===== config.mk =====
export PLATFORM = sky130hd
export DESIGN_NAME = audio_frame_tx
export DESIGN_NICKNAME = d
export VERILOG_FILES = /design/src/rtl/aft_pkg.sv /design/src/rtl/aft_regs.sv /design/src/rtl/aft_fifo.sv /design/src/rtl/aft_bclk_gen.sv /design/src/rtl/aft_framer.sv /design/src/rtl/audio_frame_tx.sv
export SDC_FILE = /design/constraint.sdc
export NUM_CORES = 1
export LEC_CHECK = 0
export BUFFER_PORTS_ARGS = -buffer_cell sky130_fd_sc_hd__buf_2
export CAP_MARGIN = 0
export CORE_UTILIZATION = 70
export CTS_BUF_LIST = sky130_fd_sc_hd__clkbuf_4
export CTS_CLUSTER_DIAMETER = 40
export CTS_CLUSTER_SIZE = 20
export DETAILED_ROUTE_END_ITERATION = 10
export GPL_TIMING_DRIVEN = 1
export PLACE_DENSITY = 0.95
export SYNTH_ARGS = -nofsm -noshare
export SYNTH_HDL_FRONTEND = slang
export SYNTH_SLANG_ARGS = --single-unit

===== constraint.sdc =====
create_clock -name clk -period 5.6 [get_ports clk]
set_input_delay 1.4 -clock clk [delete_from_list [all_inputs] [get_ports clk]]
set_output_delay 1.4 -clock clk [all_outputs]
set_load 0.005 [all_outputs]

===== src/rtl/aft_pkg.sv =====
package aft_pkg;
    localparam int DW     = 32;
    localparam int FLD_W  = $clog2(DW);
    localparam int DIV_W  = 8;
    localparam int ADDR_W = 3;

    localparam logic [ADDR_W-1:0] A_CTRL  = 3'd0;
    localparam logic [ADDR_W-1:0] A_CLK   = 3'd1;
    localparam logic [ADDR_W-1:0] A_FRAME = 3'd2;
    localparam logic [ADDR_W-1:0] A_WORD  = 3'd3;
    localparam logic [ADDR_W-1:0] A_DATA  = 3'd4;

    localparam int B_TXEN  = 31;
    localparam int B_BCKEN = 28;
    localparam int B_ERR   = 18;
    localparam int B_ERRIE = 10;
    localparam int B_DMAEN = 0;

    typedef enum logic [1:0] {
        ST_IDLE  = 2'd0,
        ST_LEAD  = 2'd1,
        ST_SHIFT = 2'd2
    } fr_state_t;

    typedef struct packed {
        logic             tx_en;
        logic             bclk_en;
        logic             err_ie;
        logic             dma_en;
        logic [DIV_W-1:0] div;
        logic             bclk_pol;
        logic             master;
        logic [FLD_W-1:0] frm;
        logic [FLD_W-1:0] syn;
        logic             msb;
        logic             early;
        logic             fs_low;
        logic [FLD_W-1:0] wm;
        logic [FLD_W-1:0] w0;
        logic [FLD_W-1:0] wn;
        logic [FLD_W-1:0] fbt;
    } cfg_t;

    localparam int FROZEN_W = DIV_W + 5 + 6 * FLD_W;
endpackage


===== src/rtl/aft_regs.sv =====
module aft_regs import aft_pkg::*; #(
    parameter int LVL_W = 6
) (
    input  logic              clk,
    input  logic              rst_n,
    input  logic              we,
    input  logic [ADDR_W-1:0] addr,
    input  logic [DW-1:0]     wdata,
    input  logic              err_set,
    input  logic [LVL_W-1:0]  level,
    output cfg_t              cfg,
    output logic              err_flag,
    output logic              clr_err,
    output logic              push,
    output logic [DW-1:0]     rdata
);
    logic wr_ctrl;
    logic wr_cfg_ok;
    logic unused_wbits;

    assign wr_ctrl      = we && (addr == A_CTRL);
    assign wr_cfg_ok    = we && !cfg.tx_en;
    assign clr_err      = wr_ctrl && wdata[B_ERR];
    assign push         = we && (addr == A_DATA);
    assign unused_wbits = ^wdata;

    always_ff @(posedge clk or negedge rst_n) begin
        if (!rst_n) begin
            cfg      <= '0;
            err_flag <= 1'b0;
        end else begin
            if (wr_ctrl) begin
                cfg.tx_en   <= wdata[B_TXEN];
                cfg.bclk_en <= wdata[B_BCKEN];
                cfg.err_ie  <= wdata[B_ERRIE];
                cfg.dma_en  <= wdata[B_DMAEN];
            end
            if (wr_cfg_ok && addr == A_CLK) begin
                cfg.div      <= wdata[DIV_W-1:0];
                cfg.bclk_pol <= wdata[DIV_W];
                cfg.master   <= wdata[DIV_W+1];
            end
            if (wr_cfg_ok && addr == A_FRAME) begin
                cfg.frm    <= wdata[0 +: FLD_W];
                cfg.syn    <= wdata[8 +: FLD_W];
                cfg.msb    <= wdata[16];
                cfg.early  <= wdata[17];
                cfg.fs_low <= wdata[18];
                cfg.wm     <= wdata[24 +: FLD_W];
            end
            if (wr_cfg_ok && addr == A_WORD) begin
                cfg.w0  <= wdata[0 +: FLD_W];
                cfg.wn  <= wdata[8 +: FLD_W];
                cfg.fbt <= wdata[16 +: FLD_W];
            end
            if (err_set) begin
                err_flag <= 1'b1;
            end else if (clr_err) begin
                err_flag <= 1'b0;
            end
        end
    end

    always_comb begin
        rdata = '0;
        case (addr)
            A_CTRL: begin
                rdata[B_TXEN]  = cfg.tx_en;
                rdata[B_BCKEN] = cfg.bclk_en;
                rdata[B_ERR]   = err_flag;
                rdata[B_ERRIE] = cfg.err_ie;
                rdata[B_DMAEN] = cfg.dma_en;
            end
            A_CLK: begin
                rdata[DIV_W-1:0] = cfg.div;
                rdata[DIV_W]     = cfg.bclk_pol;
                rdata[DIV_W+1]   = cfg.master;
            end
            A_FRAME: begin
                rdata[0 +: FLD_W]  = cfg.frm;
                rdata[8 +: FLD_W]  = cfg.syn;
                rdata[16]          = cfg.msb;
                rdata[17]          = cfg.early;
                rdata[18]          = cfg.fs_low;
                rdata[24 +: FLD_W] = cfg.wm;
            end
            A_WORD: begin
                rdata[0 +: FLD_W]  = cfg.w0;
                rdata[8 +: FLD_W]  = cfg.wn;
                rdata[16 +: FLD_W] = cfg.fbt;
            end
            A_DATA:  rdata[LVL_W-1:0] = level;
            default: rdata = '0;
        endcase
    end
endmodule


===== src/rtl/aft_fifo.sv =====
module aft_fifo #(
    parameter int WIDTH = 32,
    parameter int DEPTH = 32,
    localparam int AW   = $clog2(DEPTH),
    localparam int LW   = AW + 1
) (
    input  logic             clk,
    input  logic             rst_n,
    input  logic             push,
    input  logic [WIDTH-1:0] wdata,
    input  logic             pop,
    output logic [WIDTH-1:0] head,
    output logic             empty,
    output logic             full,
    output logic [LW-1:0]    level
);
    logic [WIDTH-1:0] mem [DEPTH];
    logic [AW-1:0]    wr_ptr, rd_ptr;
    logic             do_push, do_pop;

    assign empty   = (level == '0);
    assign full    = (level == LW'(DEPTH));
    assign do_push = push && !full;
    assign do_pop  = pop && !empty;
    assign head    = mem[rd_ptr];

    always_ff @(posedge clk) begin
        if (do_push) begin
            mem[wr_ptr] <= wdata;
        end
    end

    always_ff @(posedge clk or negedge rst_n) begin
        if (!rst_n) begin
            wr_ptr <= '0;
            rd_ptr <= '0;
            level  <= '0;
        end else begin
            if (do_push) begin
                wr_ptr <= (wr_ptr == AW'(DEPTH - 1)) ? '0 : wr_ptr + 1'b1;
            end
            if (do_pop) begin
                rd_ptr <= (rd_ptr == AW'(DEPTH - 1)) ? '0 : rd_ptr + 1'b1;
            end
            case ({do_push, do_pop})
                2'b10:   level <= level + 1'b1;
                2'b01:   level <= level - 1'b1;
                default: level <= level;
            endcase
        end
    end
endmodule


===== src/rtl/aft_bclk_gen.sv =====
module aft_bclk_gen #(
    parameter int DIV_W = 8
) (
    input  logic             clk,
    input  logic             rst_n,
    input  logic             en,
    input  logic [DIV_W-1:0] div,
    output logic             phase,
    output logic             drive_tick
);
    logic [DIV_W-1:0] cnt;
    logic             half_done;

    assign half_done  = (cnt == div);
    assign drive_tick = en && half_done && phase;

    always_ff @(posedge clk or negedge rst_n) begin
        if (!rst_n) begin
            cnt   <= '0;
            phase <= 1'b0;
        end else if (!en) begin
            cnt   <= '0;
            phase <= 1'b0;
        end else if (half_done) begin
            cnt   <= '0;
            phase <= ~phase;
        end else begin
            cnt   <= cnt + 1'b1;
        end
    end
endmodule


===== src/rtl/aft_framer.sv =====
module aft_framer import aft_pkg::*; (
    input  logic             clk,
    input  logic             rst_n,
    input  logic             run,
    input  logic             tick,
    input  logic [FLD_W-1:0] frm,
    input  logic [FLD_W-1:0] syn,
    input  logic [FLD_W-1:0] w0,
    input  logic [FLD_W-1:0] wn,
    input  logic [FLD_W-1:0] fbt,
    input  logic             msb,
    input  logic             early,
    input  logic [DW-1:0]    head,
    input  logic             empty,
    output logic             pop,
    output logic             underrun,
    output logic             sdata_q,
    output logic             fs_q,
    output fr_state_t        state
);
    fr_state_t        state_nx;
    logic [FLD_W-1:0] bit_cnt, word_idx, fs_left;
    logic [DW-1:0]    word_q, cur_word;
    logic [FLD_W-1:0] wlen, pos;
    logic             step, word_start, last_bit, last_word, fs_start, bit_out;

    // state register
    always_ff @(posedge clk or negedge rst_n) begin
        if (!rst_n) begin
            state <= ST_IDLE;
        end else begin
            state <= state_nx;
        end
    end

    // next state
    always_comb begin
        state_nx = state;
        unique case (state)
            ST_IDLE:  if (tick && run) state_nx = ST_LEAD;
            ST_LEAD:  if (tick)        state_nx = ST_SHIFT;
            ST_SHIFT:                  state_nx = ST_SHIFT;
            default:                   state_nx = ST_IDLE;
        endcase
        if (!run) begin
            state_nx = ST_IDLE;
        end
    end

    // per-bit decisions
    always_comb begin
        step       = tick && run && (state != ST_IDLE);
        wlen       = (word_idx == '0) ? w0 : wn;
        word_start = (bit_cnt == '0);
        last_bit   = (bit_cnt == wlen);
        last_word  = (word_idx == frm);
        pop        = step && word_start && !empty;
        underrun   = step && word_start && empty;
        cur_word   = word_start ? (empty ? '0 : head) : word_q;
        pos        = msb ? (fbt - bit_cnt) : (fbt + bit_cnt);
        bit_out    = cur_word[pos];
        fs_start   = early ? (last_bit && last_word)
                           : (word_start && word_idx == '0);
    end

    // datapath and outputs
    always_ff @(posedge clk or negedge rst_n) begin
        if (!rst_n) begin
            sdata_q  <= 1'b0;
            fs_q     <= 1'b0;
            fs_left  <= '0;
            bit_cnt  <= '0;
            word_idx <= '0;
            word_q   <= '0;
        end else if (!run) begin
            sdata_q  <= 1'b0;
            fs_q     <= 1'b0;
            fs_left  <= '0;
            bit_cnt  <= '0;
            word_idx <= '0;
        end else if (tick && state == ST_IDLE) begin
            sdata_q  <= 1'b0;
            fs_q     <= early;
            fs_left  <= early ? syn : '0;
            bit_cnt  <= '0;
            word_idx <= '0;
        end else if (step) begin
            sdata_q <= bit_out;
            if (word_start) begin
                word_q <= cur_word;
            end
            if (last_bit) begin
                bit_cnt  <= '0;
                word_idx <= last_word ? '0 : word_idx + 1'b1;
            end else begin
                bit_cnt  <= bit_cnt + 1'b1;
            end
            if (fs_start) begin
                fs_q    <= 1'b1;
                fs_left <= syn;
            end else if (fs_left != '0) begin
                fs_q    <= 1'b1;
                fs_left <= fs_left - 1'b1;
            end else begin
                fs_q    <= 1'b0;
            end
        end
    end
endmodule


===== src/rtl/audio_frame_tx.sv =====
module audio_frame_tx import aft_pkg::*; #(
    parameter int FIFO_DEPTH = 32
) (
    input  logic              clk,
    input  logic              rst_n,
    input  logic              reg_we,
    input  logic [ADDR_W-1:0] reg_addr,
    input  logic [DW-1:0]     reg_wdata,
    output logic [DW-1:0]     reg_rdata,
    output logic              bclk,
    output logic              bclk_oe,
    output logic              fsync,
    output logic              fsync_oe,
    output logic              sdata,
    output logic              dma_req,
    output logic              irq
);
    localparam int LVL_W = $clog2(FIFO_DEPTH) + 1;

    cfg_t             cfg;
    logic             err_flag, clr_err, push, pop, underrun;
    logic             empty, full, phase, tick, sdata_q, fs_q;
    logic [DW-1:0]    head;
    logic [LVL_W-1:0] level;
    fr_state_t        state;
    logic             unused_misc;

    assign unused_misc = ^{full, state};

    aft_regs #(.LVL_W(LVL_W)) u_regs (
        .clk(clk), .rst_n(rst_n), .we(reg_we), .addr(reg_addr),
        .wdata(reg_wdata), .err_set(underrun), .level(level),
        .cfg(cfg), .err_flag(err_flag), .clr_err(clr_err),
        .push(push), .rdata(reg_rdata)
    );

    aft_fifo #(.WIDTH(DW), .DEPTH(FIFO_DEPTH)) u_fifo (
        .clk(clk), .rst_n(rst_n), .push(push), .wdata(reg_wdata),
        .pop(pop), .head(head), .empty(empty), .full(full), .level(level)
    );

    aft_bclk_gen #(.DIV_W(DIV_W)) u_bclk (
        .clk(clk), .rst_n(rst_n), .en(cfg.bclk_en), .div(cfg.div),
        .phase(phase), .drive_tick(tick)
    );

    aft_framer u_framer (
        .clk(clk), .rst_n(rst_n), .run(cfg.tx_en), .tick(tick),
        .frm(cfg.frm), .syn(cfg.syn), .w0(cfg.w0), .wn(cfg.wn),
        .fbt(cfg.fbt), .msb(cfg.msb), .early(cfg.early),
        .head(head), .empty(empty), .pop(pop), .underrun(underrun),
        .sdata_q(sdata_q), .fs_q(fs_q), .state(state)
    );

    assign bclk     = phase ^ cfg.bclk_pol;
    assign fsync    = fs_q ^ cfg.fs_low;
    assign sdata    = sdata_q;
    assign bclk_oe  = cfg.master;
    assign fsync_oe = cfg.master;
    assign dma_req  = cfg.dma_en && cfg.tx_en && (level <= LVL_W'(cfg.wm));
    assign irq      = err_flag && cfg.err_ie;
endmodule


======== Word-level counts from Yosys, hierarchy flattened ========
Memories as Yosys holds them, arrays and structs flattened.
Cells that the tools add are included.
cells by class
  add/subtract/negate cells ............... 10
  multipliers ............................. 0
  divide/modulo/power cells ............... 0
  magnitude comparators ................... 2
  eq/ne operators ......................... 20
  shift operators ......................... 0
  mux-type cells .......................... 58
  bitwise gates (word level) .............. 4
  reduce and logical (&&, ||, !) cells .... 38
operator list
  kind                 count
  $mux 5               19
  $mux 32              2
  $logic_and 1x1->1    22
  $add 5x1->5 const B  4
  $mux 1               17
  $mux 8               2
  $pmux 4 s4           1
  $pmux 2 s3           2
  $pmux 6 s2           1
  $eq 5x5->1           2
  $eq 5x5->1 const B   2
  $logic_not 5->1      2
  $mux 2               5
  $add 8x1->8 const B  1
  $eq 8x8->1           1
  $pmux 2 s2           2
  $add 6x1->6 const B  1
  $eq 3x2->1 const B   2
  $eq 6x6->1 const B   1
  $le 6x5->1           1
  $logic_not 6->1      1
  $lt 5x6->1 const B   1
  $ne 3x1->1 const B   2
  $ne 3x2->1 const B   2
  other kinds (24)     36
word-level totals
  bits in registers ....................... 124
  latch bits .............................. 0
  bits in writable memories ............... 1,024
  ROM bits ................................ 0
  output and inout port bits .............. 39
  word-level logic and storage cells ...... 162
  memories kept ........................... 1
memory list
  memory      words  bits a word  read ports  clocked after memory_dff  write ports  RTL line        RTL
  u_fifo.mem  32     32           1           0                         1            aft_fifo.sv:17  logic [WIDTH-1:0] mem [DEPTH];

======== Logic depth before layout (Yosys ltp) ========
  depth after elaboration ................. 10
  mapped depth ............................ 18
  mapped depth without buffers ............ 15

======== Cells and area by module ========
A second synthesis with hierarchy kept.
second synthesis, totals
  cells, all modules ...................... 2,488
  area, all modules ....................... 46,303.2 um2
by module, submodules not included
  module          times used  cells an instance  area each (um2)
  aft_fifo        1           1,823              39,739.4
  aft_framer      1           414                3,554.7
  aft_regs        1           180                2,328.5
  aft_bclk_gen    1           48                 503.0
  audio_frame_tx  1           23                 177.7

======== Worst setup path after synthesis ========
OpenSTA, ideal clock, no wires.
  path type ............................... input-to-reg
  from .................................... in reg_addr[1]
  to ...................................... mem u_fifo.mem[31][0], enable pin
  setup time .............................. 421 ps
  arrival time ............................ 3,948 ps
  required time ........................... 5,179 ps
  setup slack ............................. 1,231 ps
  cell stages on the path ................. 6
  cells stage by stage .................... clkbuf_1 -> nor3_1 -> and3_1 -> clkbuf_1 -> nand2_1 -> nor2_1
on the way
  longest elaborated chain between the ends .. 5
ends and longest elaborated chain
  item                          RTL line             RTL
  from (decl)                   audio_frame_tx.sv:7  input logic [ADDR_W-1:0] reg_addr,
  $eq 3x3->1                    aft_regs.sv:24       assign push = we && (addr == A_DATA);
  $logic_and 1x1->1             aft_regs.sv:24
  $logic_and 1x1->1             aft_fifo.sv:23       assign do_push = push && !full;
  $mux 1                        aft_fifo.sv:28       if (do_push) begin
  $mux 1 (not written as such)  aft_fifo.sv:29       mem[wr_ptr] <= wdata;
  to (decl)                     aft_fifo.sv:17
Every way passes these cells.

======== Final worst setup path ========
  from .................................... reg u_fifo.rd_ptr[1]
  to ...................................... reg u_framer.sdata_q
on the way
  longest elaborated chain between the ends .. 8
ends and longest elaborated chain
  item                          RTL line          RTL
  from (decl)                   aft_fifo.sv:18    logic [AW-1:0] wr_ptr, rd_ptr;
  from (signal assigned)        aft_fifo.sv:43    rd_ptr <= (rd_ptr == AW'(DEPTH - 1)) ? '0 : rd_ptr + 1'b1;
  $mem_v2 32x32                 n/a
  $mux 32 (2 in series)         aft_framer.sv:59  cur_word = word_start ? (empty ? '0 : head) : word_q;
  $bmux 1 s5                    aft_framer.sv:61  bit_out = cur_word[pos];
  $mux 1 (not written as such)  aft_framer.sv:61
  $mux 1                        aft_framer.sv:87  end else if (step) begin
  $mux 1                        aft_framer.sv:81  end else if (tick && state == ST_IDLE) begin
  $mux 1                        aft_framer.sv:75  end else if (!run) begin
  to (signal assigned)          aft_framer.sv:88  sdata_q <= bit_out;
  to (decl)                     aft_framer.sv:17  output logic sdata_q,
Every way passes these cells. The select of a mux whose other input is x is not followed.
A chain may end at the register's enable or synchronous reset.

==> summary.txt <==
Status
  • Status: completed

Worst setup path
  • CP max FO: between 40 and 50
  • Arr. time, crit path: between 5 and 6 ns
  • Kind of cell adding the most delay to the critical path: compound AO/OA/AOI/OAI gates
  • Worst Path Required: 6.53 ns
  • WP buf/inv: 1
  • Setup crit end kind: register
  • Most used cell, CP: a2111oi_0
  • Critical path type: register to register
  • CP max-delay cell: dfrtp_4
  • Startpoint Class: register
  • Cell-by-cell trace of the critical path: buf_4 -> nand2_1 -> o221ai_1 -> a221oi_1 -> a211oi_1 -> nor3_1 -> a2111oi_0 -> a2111oi_0 -> o2111a_1 -> a211o_1
  • Crit path largest cell delay: 0.98 ns

CTS
  • CTS Hold Bufs: 0
  • CTS tree: yes
  • CTS Buffer Depth: 3
  • Worst skew pair latency: roughly 1.0 ns
  • H-tree depth: 3
  • Clock-pin slew on the worst setup and hold paths: ~0.15 ns
  • Clock sink count: 1148
  • CTS Buf Count: approximately 120
  • Post-CTS setup buffers: 0
  • PostCTS Resize Cnt: 0
  • Clk root buf: clkbuf_4

Layout
  • Layout Utilization: 0.7665
  • Ratio of cells with drive above 1 in the final layout: 0.2637
  • Area Growth Syn to Fin: 8.108%
  • Most frequent cells in the layout: 1024 x edfxtp_1, 220 x mux4_2, 124 x clkbuf_4, 120 x nand2_1, 120 x dfrtp_1
  • # fillers: roughly 3300
  • Final Net Count: about 2700
  • Register area: around 0.034 sq mm
  • Non-Filler Instances: approximately 3600
  • Most common cell after layout, fill and taps aside: edfxtp_1
  • Combined area of the multi-input logic cells: about 0.012 sq mm
  • Design area: between 0.05 and 0.06 sq mm

Global route
  • Vias in the first global route: 26790
  • Grt total ovfl: 0
  • GRT Resource Usage Total: 0.3810
  • Initial antenna violation count: 5
  • Largest net degree at the start of global routing: 77
  • Global-route wire length before repair: approximately 180000 um

Hold path
  • Worst hold path class: primary input to async pin

Die
  • Die area: approximately 0.068 sq mm
  • Die width: about 260 um
  • Rows: 94
  • Die height: between 200 and 300 um
  • Top Ports: a little under 80
  • Effective utilization at floorplan: 0.7090
  • CORE AREA: roughly 0.066 sq mm

Synthesis
  • Cell area after synthesis: approximately 0.047 sq mm
  • Post-synth ARST share: 0.1080
  • Ys flop type: edfxtp_1
  • EDFF count, synth: roughly 1000
  • Mapped Cells: ~2500
  • Avg Synthesized Cell Area: between 15 and 20 sq um
  • Sequential fraction of the synthesis area: 0.7250
  • Synth cell types: 79
  • Synth Warn #: 0
  • Synth Register Bits: around 1100

Place
  • Post-DP Area: around 0.048 sq mm
  • GPL Wtd Cong: between 1 and 1.5
  • Placed cells: 3406
  • Port Buf Inserts: a little under 70
  • DP HPWL: about 80000 um
  • Pre-CTS setup slack: between 0.8 and 0.9 ns

Drt
  • Drt pass-1 iters: 9
  • Post-route DRC violation count: 0
  • Detailed-route via count: approximately 27000
  • Initial DRC count: between 4000 and 5000
  • Post-route ant nets: 0
  • Number of vias per cell: 7.432
  • Routed wire length: approximately 130000 um
  • Routed wire length per instance: ~35 um

STA
  • Final period utilization: 0.8510
  • Worst-Margin Slew: 1.154 ns
  • Post-Route Setup TNS: 0 ns
  • Headroom to the max-slew limit: 0.2296
  • Final setup fails: 0
  • Final count of hold timing violations: 0
  • Setup ws final: approximately 0.83 ns
  • Pins Over Slew Limit: 0
  • Min Tclk post-route: roughly 4.8 ns
  • Clock skew: 0.09539 ns
  • RSZ-0062 raised after global routing: no
  • F_max: roughly 0.21 GHz
  • Final Hold Slack: about 0.36 ns

Pwr
  • PwrDens: ~330 mW/mm^2
  • Final Total Pwr: ~17 mW
  • Worst vdd ir: 0.3339 mV
  • Pleak: 16.52 nW

Job
  • Max Cap Viol: 0
-- layer usage --
metal | wire (um) | vias to the layer above | track usage
li1 | - | 10480 | -
met4 | 7765 | 6 | 0.1839
met2 | 60330 | 2640 | 0.6100
met5 | 38 | - | 0
met1 | 39940 | 13310 | 0.4901
met3 | 17430 | 552 | 0.1051
-- Yosys cell counts, types with 36 or more instances --
master | number | area (sq um)
clkbuf_1 | 55 | 206.5
a21oi_1 | 40 | 200.2
nand2_1 | 120 | 450.4
mux4_2 | 220 | 4955
nor2_1 | 106 | 397.9
mux2_2 | 89 | 1002
edfxtp_1 | 1024 | 30750
o21ai_0 | 70 | 350.3
buf_2 | 44 | 220.2
dfrtp_1 | 124 | 3103
inv_1 | 44 | 165.2
mux2i_1 | 102 | 1021
o22ai_1 | 36 | 225.2
a22oi_1 | 44 | 330.3
-- state kept, by name, indices dropped and copies added (netlist names), 2 cells and up --
name / count
u_framer.fs_left: 5
u_framer.word_idx: 5
u_framer.bit_cnt: 5
u_fifo.level: 6
u_fifo.mem: 1024
u_fifo.rd_ptr: 5
u_framer.word_q: 32
u_bclk.cnt: 8
u_regs.cfg: 47
u_framer.state: 2
u_fifo.wr_ptr: 5
-- where the power goes --
group / total [mW] / internal (mW) / leakage, nW / switching [mW]
clock: 5.28 / 2.15 / 1.11 / 3.13
combinational: 1.59 / 0.563 / 4.58 / 1.03
sequential: 9.80 / 9.52 / 10.8 / 0.277
total: 16.7 / 12.2 / 16.5 / 4.43
-- final timing paths --
path	startpoint	to	slack (ns)	depth (start not counted)
hold reg to reg	u_framer.word_q[19]	u_framer.word_q[19]	0.51	2
setup / recovery	u_fifo.rd_ptr[1]	u_framer.sdata_q	0.83	10
min in group clk	u_framer.word_q[19]	u_framer.word_q[19]	0.51	2
hold / removal	rst_n	u_regs.cfg[44]	0.36	1
max in group asynchronous	rst_n	u_framer.word_q[21]	4.13	2
setup reg to reg	u_fifo.rd_ptr[1]	u_framer.sdata_q	0.83	10
-- layout make-up --
type,count,share of cell area
sequential,1148,0.6708
multi-input combinational,1201,0.2398
clock inverter,99,0.02426
timing repair buffer,147,0.02176
tap,864,0.02141
clock buffer,124,0.01844
inverter,46,0.003420
antenna,2,0.00009914
-- cell families (layout without fill, tap and decap cells) --
kind of cell / count (synthesis) / count (layout) / synth area share
flops: 1148 / 1148 / 0.7250
mux: 411 / 411 / 0.1494
simple gates: 385 / 385 / 0.03947
compound gates: 319 / 319 / 0.04694
buf+inv: 194 / 416 / 0.02184
xor+xnor: 47 / 47 / 0.008816
fa+ha+maj: 31 / 31 / 0.008467
other cells: 1 / 10 / 0.00008031
-- worst register-to-register path, cell delays in order (launching register included) --
cell       delay (ns)
dfrtp_4          0.98
buf_4            0.49
nand2_1          0.45
o221ai_1         0.43
a221oi_1         0.15
a211oi_1         0.58
nor3_1           0.17
a2111oi_0        0.56
a2111oi_0        0.24
o2111a_1         0.42
a211o_1          0.26
Note: power is estimated with default switching activity, not from simulation.
